**src/rtl/phy_link_pkg.sv**
```systemverilog
package phy_link_pkg;
  localparam logic [4:0] REG_CTRL  = 5'd0;
  localparam logic [4:0] REG_STAT  = 5'd1;
  localparam logic [4:0] REG_ID1   = 5'd2;
  localparam logic [4:0] REG_ID2   = 5'd3;
  localparam logic [4:0] REG_ADV   = 5'd4;
  localparam logic [4:0] REG_SNAP  = 5'd18;
  localparam logic [4:0] REG_IMASK = 5'd19;

  localparam logic [15:0] CTRL_RESET = 16'h8000;
  localparam logic [15:0] CTRL_ANEG  = 16'h1200;
  localparam logic [15:0] CTRL_RETRY = 16'h3300;

  localparam int CTRL_RST_BIT = 15;
  localparam int STAT_CMPL_BIT = 5;
  localparam int STAT_RFLT_BIT = 4;
  localparam int SNAP_SPD_BIT = 7;
  localparam int SNAP_DPX_BIT = 6;

  typedef enum logic [3:0] {
    S_IDLE, S_ID1, S_ID2, S_RSTW, S_RSTP, S_RWAIT, S_SNAP, S_MASK,
    S_CAPS, S_ADV, S_ANW, S_ANP, S_RFW, S_AWAIT, S_FIN
  } seq_state_t;
endpackage

```
**src/rtl/phy_tick_timer.sv**
```systemverilog
module phy_tick_timer #(
  parameter int CLKS_PER_MS = 200000,
  parameter int POLL_MS     = 500
) (
  input  logic clk,
  input  logic rst,
  input  logic go,
  output logic expired
);
  localparam int PW = (CLKS_PER_MS > 1) ? $clog2(CLKS_PER_MS) : 1;
  localparam int MW = (POLL_MS > 1) ? $clog2(POLL_MS) : 1;
  localparam logic [PW-1:0] PRE_LAST = PW'(CLKS_PER_MS - 1);
  localparam logic [MW-1:0] MS_LAST  = MW'(POLL_MS - 1);

  logic [PW-1:0] pre;
  logic [MW-1:0] ms;
  logic          run;

  always_ff @(posedge clk) begin
    expired <= 1'b0;
    if (rst) begin
      pre <= '0;
      ms  <= '0;
      run <= 1'b0;
    end else if (go) begin
      pre <= '0;
      ms  <= '0;
      run <= 1'b1;
    end else if (run) begin
      if (pre == PRE_LAST) begin
        pre <= '0;
        if (ms == MS_LAST) begin
          run     <= 1'b0;
          expired <= 1'b1;
        end else begin
          ms <= ms + 1'b1;
        end
      end else begin
        pre <= pre + 1'b1;
      end
    end
  end
endmodule

```
**src/rtl/phy_id_filter.sv**
```systemverilog
module phy_id_filter (
  input  logic [15:0] id_hi,
  input  logic [15:0] id_lo,
  output logic        valid
);
  function automatic logic word_ok(input logic [15:0] w);
    return (w != 16'h0000) && (w != 16'hFFFF) && (w != 16'h8000);
  endfunction

  always_comb valid = word_ok(id_hi) && word_ok(id_lo);
endmodule

```
**src/rtl/phy_adv_map.sv**
```systemverilog
module phy_adv_map #(
  parameter int NCAP = 5
) (
  input  logic [NCAP-1:0] caps,
  output logic [15:0]     adv
);
  localparam int ADV_LSB = 5;

  for (genvar i = 0; i < 16; i++) begin : g_bit
    if (i == 0) begin : g_sel
      assign adv[i] = 1'b1;
    end else if (i >= ADV_LSB && i < ADV_LSB + NCAP) begin : g_cap
      assign adv[i] = caps[i-ADV_LSB];
    end else begin : g_zero
      assign adv[i] = 1'b0;
    end
  end
endmodule

```
**src/rtl/phy_link_seq.sv**
```systemverilog
module phy_link_seq
  import phy_link_pkg::*;
#(
  parameter int          CLKS_PER_MS = 200000,
  parameter int          POLL_MS     = 500,
  parameter int          RST_POLLS   = 6,
  parameter int          AN_POLLS    = 20,
  parameter logic [15:0] IRQ_MASK    = 16'hFF00
) (
  input  logic        clk,
  input  logic        rst,
  input  logic        start,
  output logic        mdio_req,
  output logic        mdio_wr,
  output logic [4:0]  mdio_phy,
  output logic [4:0]  mdio_reg,
  output logic [15:0] mdio_wdata,
  input  logic        mdio_ack,
  input  logic [15:0] mdio_rdata,
  output logic        done,
  output logic        found,
  output logic [4:0]  found_addr,
  output logic        failed,
  output logic        speed_100,
  output logic        full_duplex
);
  localparam int MAXP = (RST_POLLS > AN_POLLS) ? RST_POLLS : AN_POLLS;
  localparam int CW   = $clog2(MAXP + 1);
  localparam logic [CW-1:0] RST_LAST = CW'(RST_POLLS - 1);
  localparam logic [CW-1:0] AN_LAST  = CW'(AN_POLLS - 1);
  localparam logic [4:0]    ADDR_LAST = 5'd31;

  seq_state_t  st;
  logic        pend;
  logic [4:0]  scan;
  logic [15:0] id1_q;
  logic [15:0] adv_q;
  logic [CW-1:0] cnt;
  logic        tgo;
  logic        texp;
  logic        id_ok;
  logic [15:0] adv_w;

  logic        c_wr;
  logic [4:0]  c_reg;
  logic [15:0] c_wd;

  phy_tick_timer #(.CLKS_PER_MS(CLKS_PER_MS), .POLL_MS(POLL_MS)) u_timer (
    .clk(clk), .rst(rst), .go(tgo), .expired(texp)
  );

  phy_id_filter u_filter (.id_hi(id1_q), .id_lo(mdio_rdata), .valid(id_ok));

  phy_adv_map #(.NCAP(5)) u_adv (.caps(mdio_rdata[15:11]), .adv(adv_w));

  always_comb begin
    c_wr  = 1'b0;
    c_reg = REG_CTRL;
    c_wd  = 16'h0000;
    case (st)
      S_ID1:  c_reg = REG_ID1;
      S_ID2:  c_reg = REG_ID2;
      S_RSTW: begin c_wr = 1'b1; c_wd = CTRL_RESET; end
      S_SNAP: c_reg = REG_SNAP;
      S_MASK: begin c_wr = 1'b1; c_reg = REG_IMASK; c_wd = IRQ_MASK; end
      S_CAPS: c_reg = REG_STAT;
      S_ADV:  begin c_wr = 1'b1; c_reg = REG_ADV; c_wd = adv_q; end
      S_ANW:  begin c_wr = 1'b1; c_wd = CTRL_ANEG; end
      S_ANP:  c_reg = REG_STAT;
      S_RFW:  begin c_wr = 1'b1; c_wd = CTRL_RETRY; end
      default: ;
    endcase
  end

  always_ff @(posedge clk) begin
    if (rst) begin
      st <= S_IDLE; pend <= 1'b0; scan <= '0; id1_q <= '0; adv_q <= '0;
      cnt <= '0; tgo <= 1'b0;
      mdio_req <= 1'b0; mdio_wr <= 1'b0; mdio_phy <= '0; mdio_reg <= '0;
      mdio_wdata <= '0; done <= 1'b0; found <= 1'b0; found_addr <= '0;
      failed <= 1'b0; speed_100 <= 1'b0; full_duplex <= 1'b0;
    end else begin
      mdio_req <= 1'b0;
      done     <= 1'b0;
      tgo      <= 1'b0;
      case (st)
        S_IDLE: if (start) begin
          scan <= '0; found <= 1'b0; found_addr <= '0; failed <= 1'b0;
          speed_100 <= 1'b0; full_duplex <= 1'b0; st <= S_ID1;
        end
        S_RWAIT: if (texp) st <= S_RSTP;
        S_AWAIT: if (texp) st <= S_ANP;
        S_FIN: begin done <= 1'b1; st <= S_IDLE; end
        default: begin
          if (!pend) begin
            mdio_req <= 1'b1; mdio_wr <= c_wr; mdio_phy <= scan;
            mdio_reg <= c_reg; mdio_wdata <= c_wd; pend <= 1'b1;
          end else if (mdio_ack) begin
            pend <= 1'b0;
            case (st)
              S_ID1: begin id1_q <= mdio_rdata; st <= S_ID2; end
              S_ID2: begin
                if (id_ok) begin
                  found <= 1'b1; found_addr <= scan; st <= S_RSTW;
                end else if (scan == ADDR_LAST) begin
                  failed <= 1'b1; st <= S_FIN;
                end else begin
                  scan <= scan + 1'b1; st <= S_ID1;
                end
              end
              S_RSTW: begin cnt <= '0; st <= S_RSTP; end
              S_RSTP: begin
                if (!mdio_rdata[CTRL_RST_BIT]) st <= S_SNAP;
                else if (cnt == RST_LAST) begin failed <= 1'b1; st <= S_FIN; end
                else begin cnt <= cnt + 1'b1; tgo <= 1'b1; st <= S_RWAIT; end
              end
              S_SNAP: begin
                speed_100   <= mdio_rdata[SNAP_SPD_BIT];
                full_duplex <= mdio_rdata[SNAP_DPX_BIT];
                st <= S_MASK;
              end
              S_MASK: st <= S_CAPS;
              S_CAPS: begin adv_q <= adv_w; st <= S_ADV; end
              S_ADV:  st <= S_ANW;
              S_ANW:  begin cnt <= '0; st <= S_ANP; end
              S_ANP: begin
                if (mdio_rdata[STAT_CMPL_BIT]) begin
                  failed <= mdio_rdata[STAT_RFLT_BIT]; st <= S_FIN;
                end else if (cnt == AN_LAST) begin
                  failed <= 1'b1; st <= S_FIN;
                end else begin
                  cnt <= cnt + 1'b1;
                  if (mdio_rdata[STAT_RFLT_BIT]) st <= S_RFW;
                  else begin tgo <= 1'b1; st <= S_AWAIT; end
                end
              end
              S_RFW: begin tgo <= 1'b1; st <= S_AWAIT; end
              default: st <= S_IDLE;
            endcase
          end
        end
      endcase
    end
  end
endmodule

```
**config.mk**
```make
export PLATFORM = sky130hd
export DESIGN_NAME = phy_link_seq
export DESIGN_NICKNAME = d
export VERILOG_FILES = /design/src/rtl/phy_link_pkg.sv /design/src/rtl/phy_tick_timer.sv /design/src/rtl/phy_id_filter.sv /design/src/rtl/phy_adv_map.sv /design/src/rtl/phy_link_seq.sv
export SDC_FILE = /design/constraint.sdc
export NUM_CORES = 1
export LEC_CHECK = 0
export BUFFER_PORTS_ARGS = -buffer_cell sky130_fd_sc_hd__buf_2
export CORE_MARGIN = 2
export CORE_UTILIZATION = 50
export DETAILED_ROUTE_END_ITERATION = 10
export PLACE_DENSITY = 0.75
export SYNTH_ARGS = -nofsm -noshare
export SYNTH_HDL_FRONTEND = slang
export SYNTH_HIERARCHICAL = 1
export SYNTH_SLANG_ARGS = --single-unit
```
**constraint.sdc**
```tcl
create_clock -name clk -period 2.1 [get_ports clk]
set_input_delay 0.42 -clock clk [delete_from_list [all_inputs] [get_ports clk]]
set_output_delay 0.42 -clock clk [all_outputs]
set_load 0.01 [all_outputs]
```
==> flow_summary.yaml, run 1 <==
run_status:
  outcome: "finished with violations"
  violations: "setup timing"
floorplanning:
  die_y_um: 110
  rows: 38
  floorplan.initialDensity_pct: 51.7
  io_pins: 58
  core-area_sq_um: 10900
  die_w_um: 110
  fp.dieArea_sq_um: 12200
power_and_ir_drop:
  leakagePower_nw: 2.53
  power.internal_mw: 5.16
  peakVddDrop_mv: 0.860
  pwr-share-seq_pct: 32.2
  power.combinational.fraction_pct: 31.3
  clockPowerShare_pct: 36.5
  cellPowerDensity_nw_per_um2: 1120
  power.switching_mw: 2.53
  power.share.switching_pct: 32.9
setup_path:
  timing.critical_path.fanout_max: 3
  cpMostUsedCell: "nor4_2"
  path_class: "flip-flop to flip-flop"
  critical_path.cell_chain: "nor4_2, and4_1, nor4_2, or4_4, buf_6, a21oi_4, xnor2_1, nor2_1"
  cpLargestDelayFamily: "simple AND/OR/NAND/NOR gates"
  critical_path.n_buffers_inverters: 1
  rr_worst_depth: 8
  crit_path_top_delay_cell: "or4_4"
  startpoint_type: "flip-flop"
  worst-endpoint-required_ns: 2.41
  cp.depth: 8
  cpPeakStageDelay_ns: 0.56
  timing.critical_path.to_type: "flip-flop"
  cp.arrival_ns: 2.42
placement:
  place_inst: 883
  dp_hpwl_um: 9200
  placement.io_buffers: 56
  routabilityCongestion: 0.917
sta:
  clock.fmax_mhz: 473
  worst_slew_margin_pct: 63.3
  final_slew_viol_count: 0
  skew_ns: 0.00764
  finalWorstSetupSlack_ns: -0.0157
  number_of_hold_slack_violations_in_the_final_timing_report: 0
  post_layout_minimum_cycle_time_ns: 2.12
  finalSetupViolations: 1
  tns_ns: -0.0157
  finalCritPeriodShare_pct: 101
  timing_worst_slew_pin_value_ns: 0.544
  grt_setup_unrepaired: "yes"
yosys:
  synth-seq-area-share_pct: 40.4
  synth.cell_area_sq_um: 5650
  postSynthRegisterBits: 114
  synth_area_per_cell_sq_um: 8.10
  synthesis.instances: 697
  ys.flop_type: "dfxtp_1"
  synth_async_sr_flop_share_pct: 0
  synth-edff-count: 0
  synth.yosys.warnings: 6
  synthDistinctLibCells: 72
global_routing:
  groute.usage.overall_pct: 22.9
  first_global_vias: 4810
  grt_first_pass_wirelength_um: 21800
  antenna_found_initial: 0
  globalRoute.totalOverflow: 0
  grt_start_max_net_pins: 58
drt:
  postRouteAntennaNets: 0
  drtIter0Drc: 456
  routed_wl_um: 13600
  drt_pass1_iterations: 5
  vias_per_cell: 5.76
  wire_per_inst_um: 14.9
  drcViolationCount: 0
  dr_total_vias: 5260
clock_network:
  later_pin_clock_latency_in_the_skew_report_ns: 0.42
  clock_sink_count: 114
  cts.clk_slew.worst_paths_ns: 0.05
  level_count_of_the_clock_h_tree: 4
  ctsRootBufferMaster: "clkbuf_16"
  tritoncts: "built"
  post_cts_buffers: 0
  cts_inserted_buffers: 17
  ctsLongestPathBuffers: 2
final_layout:
  drive_above_1_share_pct: 22.6
  registers.top_by_ff_count: "u_timer/pre"
  most_frequent_cells_in_the_layout: "113 x nand2_1, 109 x dfxtp_1, 88 x a21oi_1"
  syn_to_final_growth_pct: 21.0
  nets_finish: 788
  number_of_antenna_repair_diodes: 0
  finalNonFillerCells: 913
  mostFrequentLayoutCell: "nand2_1"
  largest_register_ff_count: 18
worst_hold_path:
  worstHoldPathCells: 3
  timing.hold.worst.class: "input pin to flip-flop"
job:
  drv_cap: 0
Yosys cell counts, drive strengths merged, types with 4 or more instances:
| cell type | n | share of area (%) |
|---|---|---|
| a21o | 4 | 0.53 |
| a21oi | 98 | 9.0 |
| a22oi | 4 | 0.53 |
| a311oi | 4 | 0.62 |
| and3 | 9 | 1.1 |
| and4 | 6 | 0.93 |
| buf | 36 | 4.3 |
| clkbuf | 25 | 1.7 |
| dfxtp | 114 | 40 |
| ha | 6 | 1.3 |
| inv | 6 | 0.40 |
| mux2i | 4 | 0.71 |
| nand2 | 114 | 7.6 |
| nand2b | 14 | 2.1 |
| nand3 | 32 | 2.9 |
| nand4 | 24 | 2.8 |
| nor2 | 50 | 3.3 |
| nor2b | 5 | 0.55 |
| nor3 | 7 | 0.62 |
| nor4 | 14 | 2.0 |
| nor4bb | 4 | 0.71 |
| o21ai | 22 | 1.9 |
| o31ai | 7 | 1.2 |
| o41ai | 4 | 0.62 |
| or3 | 10 | 1.1 |
| or4 | 12 | 1.7 |
| xnor2 | 7 | 1.1 |
| xor2 | 11 | 1.7 |
logic make-up (layout without fill, tap and decap cells):
logic type | Yosys count | in the layout | synth area share (%)
adders and majority gates | 6 | 6 | 1.33
AOI/OAI and AO/OA | 163 | 163 | 17.5
and+or+nand+nor | 321 | 321 | 30.5
muxes | 5 | 5 | 0.974
other | 3 | 12 | 0.199
xor gates and xnor gates | 18 | 18 | 2.79
buffers and inverters | 67 | 134 | 6.31
DFF | 114 | 114 | 40.4
path summary, 6_finish.rpt:
kind	slack [ns]	to	start
setup / recovery	-0.02	scan[3]$_SDFFE_PP0P_	id1_q[2]$_SDFFE_PP0P_
hold / removal	0.27	id1_q[2]$_SDFFE_PP0P_	mdio_rdata[2]
setup reg to reg	-0.02	scan[3]$_SDFFE_PP0P_	id1_q[2]$_SDFFE_PP0P_
hold reg to reg	0.45	mdio_wdata[2]$_SDFFE_PP0P_	mdio_wdata[2]$_SDFFE_PP0P_
metal layers:
layer	GRT usage (%)	wire length (um)	vias to the layer above	part of all wire (%)
met3	5.58	833	38	6.1
met1	27.7	5930	2440	43
met5	0	0	-	0
met2	37.9	6430	187	47
li1	-	-	2595	-
met4	12.0	442	0	3.2
layout make-up:
type | count | area [sq um]
clock buffer | 26 | 509
clock inverter | 4 | 72.6
fill | 969 | 4100
inverter | 6 | 22.5
multi-input combinational | 525 | 3140
sequential | 114 | 2290
tap | 140 | 175
timing repair buffer | 98 | 628
power groups by stage:
stage	Sequential [mW]	Clock, mW	Combinational [mW]
6_report	2.47	2.81	2.41
2_1_floorplan	2.48	0	1.67
3_3_place_gp	2.48	0	2.22
4_1_cts	2.46	2.85	2.30
3_5_place_dp	2.49	0	2.27
5_1_grt	2.49	2.93	2.61
stage by stage:
step / hold WS [ns] / utilization, % / setup slack, ns / instance area, sq um / power (mW)
after floorplan: 0.428 / - / 0.0185 / 5690 / 4.15
after global placement: 0.436 / 56.2 / -0.192 / 6150 / 4.71
after detailed placement: 0.444 / 56.2 / -0.269 / 6150 / 4.75
after CTS: 0.259 / 61.8 / -0.0196 / 6760 / 7.61
after global routing: 0.274 / 62.5 / -0.0704 / 6840 / 8.04
final: 0.270 / 62.5 / -0.0157 / 6840 / 7.69
timing repair:
action,in CTS,in global routing
hold buffers,0,0
pin swaps,3,8
gates resized for setup,5,20
endpoints found under the hold margin,0,0
setup endpoints to repair,5,16
worst min-delay path, stage by stage:
cell     delay, ns
buf_2         0.12
nand2_1       0.06
a21oi_1       0.05
No activity file was read; power rests on OpenSTA's default activity.
==> run 2: changes to the inputs <==
- BUFFER_PORTS_ARGS: -buffer_cell sky130_fd_sc_hd__buf_2 -> -buffer_cell sky130_fd_sc_hd__buf_4
==> flow_summary.yaml, run 2 (synthesis results as in run 1) <==
run_status:
  outcome: "finished clean"
setup_path:
  cp.depth: 7
  critical_path.n_buffers_inverters: 0
  crit_path_top_delay_cell: "or4_4"
  worst-endpoint-required_ns: 2.40
  cpLargestDelayFamily: "simple AND/OR/NAND/NOR gates"
  setup.worst_path.start: "id1_q[12]$_SDFFE_PP0P_"
  path_class: "flip-flop to flip-flop"
  cp.arrival_ns: 2.39
  worst_setup_path_endpoint: "scan[0]$_SDFFE_PP0P_"
  cpPeakStageDelay_ns: 0.56
  critical_path.cell_chain: "nor4_2, and4_1, nor4_2, or4_4, a21boi_4, mux2i_1, nor2_1"
  timing.critical_path.to_type: "flip-flop"
  startpoint_type: "flip-flop"
  critical_path.reg2reg.startpoint: "id1_q[12]$_SDFFE_PP0P_"
  rr_worst_depth: 7
  regToRegEndpoint: "scan[0]$_SDFFE_PP0P_"
  cpMostUsedCell: "nor4_2"
  timing.critical_path.fanout_max: 5
  reg2reg_slack_ns: 0.003
final_layout:
  filler_cell_count: 918
  registers.top_by_ff_count: "u_timer/pre"
  drive_above_1_share_pct: 23.0
  number_of_antenna_repair_diodes: 0
  nets_finish: 795
  mostFrequentLayoutCell: "nand2_1"
  largest_register_ff_count: 18
  most_frequent_cells_in_the_layout: "113 x nand2_1, 109 x dfxtp_1, 102 x buf_4"
  syn_to_final_growth_pct: 25.3
  final_util_pct: 64.7
placement:
  placement.io_buffers: 56
  pre_cts_slack_ns: -0.234
  dp_hpwl_um: 9640
  routabilityCongestion: 0.913
clock_network:
  cts.clk_slew.worst_paths_ns: 0.05
  level_count_of_the_clock_h_tree: 4
  clock_sink_count: 114
  ctsLongestPathBuffers: 2
  tritoncts: "built"
  cts_inserted_buffers: 17
  post_cts_buffers: 0
  later_pin_clock_latency_in_the_skew_report_ns: 0.42
  ctsRootBufferMaster: "clkbuf_16"
drt:
  drcViolationCount: 0
  routed_wl_um: 14100
  drtIter0Drc: 380
  wire_per_inst_um: 15.3
  postRouteAntennaNets: 0
  drt_pass1_iterations: 5
  vias_per_cell: 5.78
  dr_total_vias: 5327
sta:
  final_slew_viol_count: 0
  clock.fmax_mhz: 477
  tns_ns: 0
  grt_setup_unrepaired: "yes"
  number_of_hold_slack_violations_in_the_final_timing_report: 0
  skew_ns: 0.00811
  timing_worst_slew_pin_value_ns: 0.568
  post_layout_minimum_cycle_time_ns: 2.10
  finalSetupViolations: 0
  finalCritPeriodShare_pct: 99.8
  holdWs_ns: 0.280
  worst_slew_margin_pct: 61.6
  finalWorstSetupSlack_ns: 0.00329
floorplanning:
  rows: 38
  core-area_sq_um: 10900
  io_pins: 58
  die_y_um: 110
  die_w_um: 110
  fp.dieArea_sq_um: 12200
  floorplan.initialDensity_pct: 51.7
global_routing:
  grt_first_pass_wirelength_um: 23000
  use_met1_pct: 28.0
  groute.usage.overall_pct: 24.2
  grt_busiest_layer: "met2"
  grt_start_max_net_pins: 32
  global_route.usage.met3_pct: 6.17
  met2_usage_pct: 42.0
  first_global_vias: 5053
  globalRoute.totalOverflow: 0
  antenna_found_initial: 0
power_and_ir_drop:
  p_total_mw: 8.18
  cellPowerDensity_nw_per_um2: 1160
  peakVddDrop_mv: 0.790
  leakagePower_nw: 2.62
worst_hold_path:
  timing.hold.worst.class: "input pin to flip-flop"
  worstHoldPathCells: 3
job:
  drv_cap: 0
-- run 2: cell types whose count changed in the layout (fill, tap and decap cells not counted), sizes merged --
cell / previous run / this run
bufinv: 2 / 5
buf: 98 / 105
clkinv: 1 / 3
clkbuf: 26 / 22
-- run 2: how the worst min path moves through the flow --
stage	startpoint	end	slack (ns)
2_1_floorplan	tgo$_SDFF_PP0_	u_timer/run$_SDFF_PP0_	0.43
3_3_place_gp	mdio_wdata[2]$_SDFFE_PP0P_	mdio_wdata[2]$_SDFFE_PP0P_	0.44
3_5_place_dp	mdio_wdata[0]$_SDFFE_PP0P_	mdio_wdata[0]$_SDFFE_PP0P_	0.45
4_1_cts	mdio_rdata[8]	id1_q[8]$_SDFFE_PP0P_	0.26
5_1_grt	mdio_rdata[0]	id1_q[0]$_SDFFE_PP0P_	0.27
6_report	mdio_rdata[8]	id1_q[8]$_SDFFE_PP0P_	0.28
-- run 2: final cells by class --
type | instances | area [sq um] | area share (%)
Clock buffer | 22 | 484 | 6.84
Clock inverter | 9 | 176 | 2.49
Inverter | 6 | 22.5 | 0.318
Multi-Input combinational cell | 525 | 3110 | 43.9
Sequential cell | 114 | 2290 | 32.3
Tap cell | 140 | 175 | 2.47
Timing Repair Buffer | 105 | 826 | 11.7
-- run 2: repair_timing --
| action | CTS | global route |
|---|---|---|
| resized for setup | 2 | 14 |
| hold buffers | 0 | 0 |
| endpoints found under the setup margin | 3 | 12 |
| pin swaps | 1 | 5 |
-- run 2: metal layers --
layer | wire [um] | vias up
met3 | 766 | 30
li1 | - | 2612
met1 | 5920 | 2514
met5 | 0 | -
met2 | 7050 | 171
met4 | 338 | 0
-- run 2: where the power goes --
| part | internal (mW) | switching, mW |
|---|---|---|
| clock | 2.22 | 0.986 |
| sequential | 2.32 | 0.159 |
| combinational | 1.06 | 1.44 |
| total | 5.60 | 2.58 |
-- run 2: per-stage QoR --
| stage | std cells | area [sq um] |
|---|---|---|
| 2_1_floorplan | 706 | 5690 |
| 3_3_place_gp | 890 | 6350 |
| 3_5_place_dp | 890 | 6350 |
| 4_1_cts | 921 | 7030 |
| 5_1_grt | 921 | 7080 |
| 6_report | 921 | 7080 |
-- run 2: worst min-delay path, delay by kind of cell --
family,cells,cell delay [ns]
AND/OR/NAND/NOR,1,0.05
AO/OA/AOI/OAI,1,0.05
buffers and inverters,1,0.12
==> run 3: changes to the inputs <==
- ABC_AREA: default -> 1
- ABC_CLOCK_PERIOD_IN_PS: default -> 2100
==> flow_summary.yaml, run 3 <==
placement:
  placement.io_buffers: 56
  postPlaceCellArea_sq_um: 6370
  routabilityCongestion: 0.939
  dp_hpwl_um: 10200
power_and_ir_drop:
  cellPowerDensity_nw_per_um2: 1140
  peakVddDrop_mv: 0.747
  clockPowerShare_pct: 39.0
  power.share.switching_pct: 34.2
  pwr-share-seq_pct: 31.7
  power.internal_mw: 5.24
  power.switching_mw: 2.72
  power.combinational.fraction_pct: 29.3
  leakagePower_nw: 2.90
sta:
  post_layout_minimum_cycle_time_ns: 1.84
  final_slew_viol_count: 0
  timing_worst_slew_pin_value_ns: 0.519
  grt_setup_unrepaired: "no"
  clock.fmax_mhz: 545
  number_of_hold_slack_violations_in_the_final_timing_report: 0
  finalCritPeriodShare_pct: 87.4
  finalSetupViolations: 0
  skew_ns: 0.0106
  worst_slew_margin_pct: 65.4
  tns_ns: 0
drt:
  drt_pass1_iterations: 5
  drtIter0Drc: 426
  routed_wl_um: 14500
  vias_per_cell: 5.21
  postRouteAntennaNets: 0
  wire_per_inst_um: 13.5
  dr_total_vias: 5616
  drcViolationCount: 0
worst_hold_path:
  timing.hold.worst.class: "input pin to flip-flop"
floorplanning:
  core-area_sq_um: 11500
  die_w_um: 113
  die_y_um: 113
  rows: 39
  floorplan.initialDensity_pct: 51.5
  io_pins: 58
  fp.dieArea_sq_um: 12700
clock_network:
  cts_resized: 0
  ctsRootBufferMaster: "clkbuf_16"
  level_count_of_the_clock_h_tree: 4
  cts-hold-fix-buffers: 0
  cts_inserted_buffers: 17
  ctsLongestPathBuffers: 2
  tritoncts: "built"
  post_cts_buffers: 0
  clock_sink_count: 114
  cts.clk_slew.worst_paths_ns: 0.05
  later_pin_clock_latency_in_the_skew_report_ns: 0.42
setup_path:
  regToRegEndpoint: "scan[2]$_SDFFE_PP0P_"
  cpPeakStageDelay_ns: 0.53
  rr_worst_depth: 9
  cpMostUsedCell: "nand2_1"
  cp.depth: 9
  critical_path.cell_chain: "inv_2, nand2_1, nor2_1, nor2_2, nand2_1, nor2_4, nand2_2, nand2_1, a21oi_1"
  worst_setup_path_endpoint: "scan[2]$_SDFFE_PP0P_"
  cp.arrival_ns: 2.14
  cpLargestDelayFamily: "simple AND/OR/NAND/NOR gates"
  timing.critical_path.fanout_max: 10
  timing.critical_path.to_type: "flip-flop"
  crit_path_top_delay_cell: "dfxtp_1"
  critical_path.n_buffers_inverters: 1
  reg2reg_slack_ns: 0.26
  path_class: "flip-flop to flip-flop"
  setup.worst_path.start: "st[0]$_SDFFE_PP0P_"
  critical_path.reg2reg.startpoint: "st[0]$_SDFFE_PP0P_"
  startpoint_type: "flip-flop"
  worst-endpoint-required_ns: 2.41
final_layout:
  layout.area.seq_sq_um: 2280
  multiInputGateArea_sq_um: 3040
  drive_above_1_share_pct: 15.3
  registers.top_by_ff_count: "u_timer/pre"
  number_of_antenna_repair_diodes: 0
  largest_register_ff_count: 18
  syn_to_final_growth_pct: 18.6
  nets_finish: 948
  filler_cell_count: 1060
  most_frequent_cells_in_the_layout: "181 x nand2_1, 117 x nor2_1, 114 x dfxtp_1"
  final_cell_area_sq_um: 7000
  mostFrequentLayoutCell: "nand2_1"
global_routing:
  use_met1_pct: 32.5
  grt_start_max_net_pins: 33
  antenna_found_initial: 0
  globalRoute.totalOverflow: 0
  grt_first_pass_wirelength_um: 24600
  first_global_vias: 5229
  met2_usage_pct: 36.8
  grt_busiest_layer: "met2"
  groute.usage.overall_pct: 23.9
  global_route.usage.met3_pct: 6.11
job:
  drv_cap: 0
yosys:
  synth.most_common_cell: "nand2_1"
  synth.yosys.warnings: 6
  synth_area_per_cell_sq_um: 6.77
  synth_area_leader_cell: "dfxtp_1"
  synth-edff-count: 0
  synth-seq-area-share_pct: 38.6
  ys.flop_type: "dfxtp_1"
  synth.top_cells.by_area: "dfxtp_1 39%, nand2_1 12%, a21oi_1 7.6%"
  synthesis.instances: 872
  synth_async_sr_flop_share_pct: 0
  yosysTopAreaCellShare_pct: 38.6
  postSynthRegisterBits: 114
  synth_commonest_cells: "181 x nand2_1, 117 x nor2_1, 114 x dfxtp_1, 90 x a21oi_1, 82 x inv_1"
  synth.cell_area_sq_um: 5910
  synthDistinctLibCells: 37
run_status:
  outcome: "finished clean"
run 3: per-layer routing:
metal / up-vias / share of wire [%]
met4: 0 / 1.4
met1: 2570 / 50
met2: 123 / 45
met5: - / 0
met3: 16 / 4.3
li1: 2907 / -
run 3: through the flow:
stage	power (mW)	utilization, %	setup WS (ns)	hold WS, ns	instances
final	7.96	61.1	0.264	0.307	1077
after global routing	8.40	61.1	0.103	0.313	1077
after floorplan	4.25	-	0.612	0.424	881
after detailed placement	4.86	55.5	0.180	0.440	1046
after global placement	4.86	55.5	0.237	0.435	1046
after CTS	7.98	61.1	0.309	0.295	1077
run 3: worst min path at each step:
stage,depth (start not counted),to,slack (ns),from
2_1_floorplan,2,id1_q[15]$_SDFFE_PP0P_,0.42,id1_q[15]$_SDFFE_PP0P_
3_3_place_gp,2,adv_q[15]$_SDFFE_PP0P_,0.43,adv_q[15]$_SDFFE_PP0P_
3_5_place_dp,2,id1_q[15]$_SDFFE_PP0P_,0.44,id1_q[15]$_SDFFE_PP0P_
4_1_cts,3,adv_q[7]$_SDFFE_PP0P_,0.29,mdio_rdata[13]
5_1_grt,3,id1_q[10]$_SDFFE_PP0P_,0.31,mdio_rdata[10]
6_report,3,id1_q[10]$_SDFFE_PP0P_,0.31,mdio_rdata[10]
run 3: final cells by class:
type | instances | area share [%]
Timing Repair Buffer | 68 | 7.47
Tap cell | 143 | 2.55
Inverter | 91 | 4.88
Multi-Input combinational cell | 630 | 43.4
Clock inverter | 9 | 2.18
Clock buffer | 22 | 6.91
Sequential cell | 114 | 32.6
run 3: power groups by stage:
stage | Sequential (mW) | Combinational [mW] | Clock (mW)
3_5_place_dp | 2.56 | 2.31 | 0
6_report | 2.52 | 2.33 | 3.11
2_1_floorplan | 2.56 | 1.68 | 0
4_1_cts | 2.52 | 2.32 | 3.15
5_1_grt | 2.55 | 2.60 | 3.26
3_3_place_gp | 2.56 | 2.30 | 0
run 3: cell families (layout without fill, tap and decap cells):
group | Yosys count | in the layout | synth area share, %
DFF | 114 | 114 | 38.6
other | 3 | 12 | 0.191
and+or+nand+nor | 436 | 436 | 33.3
xor gates and xnor gates | 15 | 15 | 2.22
buffers and inverters | 137 | 190 | 10.5
AOI/OAI and AO/OA | 161 | 161 | 13.9
adders and majority gates | 6 | 6 | 1.27
run 3: worst register-to-register path, delay by kind of cell, from the launching register on:
family | cells | cell delay [ns]
AO/OA/AOI/OAI | 1 | 0.06
flip-flops | 1 | 0.53
buffers and inverters | 1 | 0.14
AND/OR/NAND/NOR | 7 | 1.00
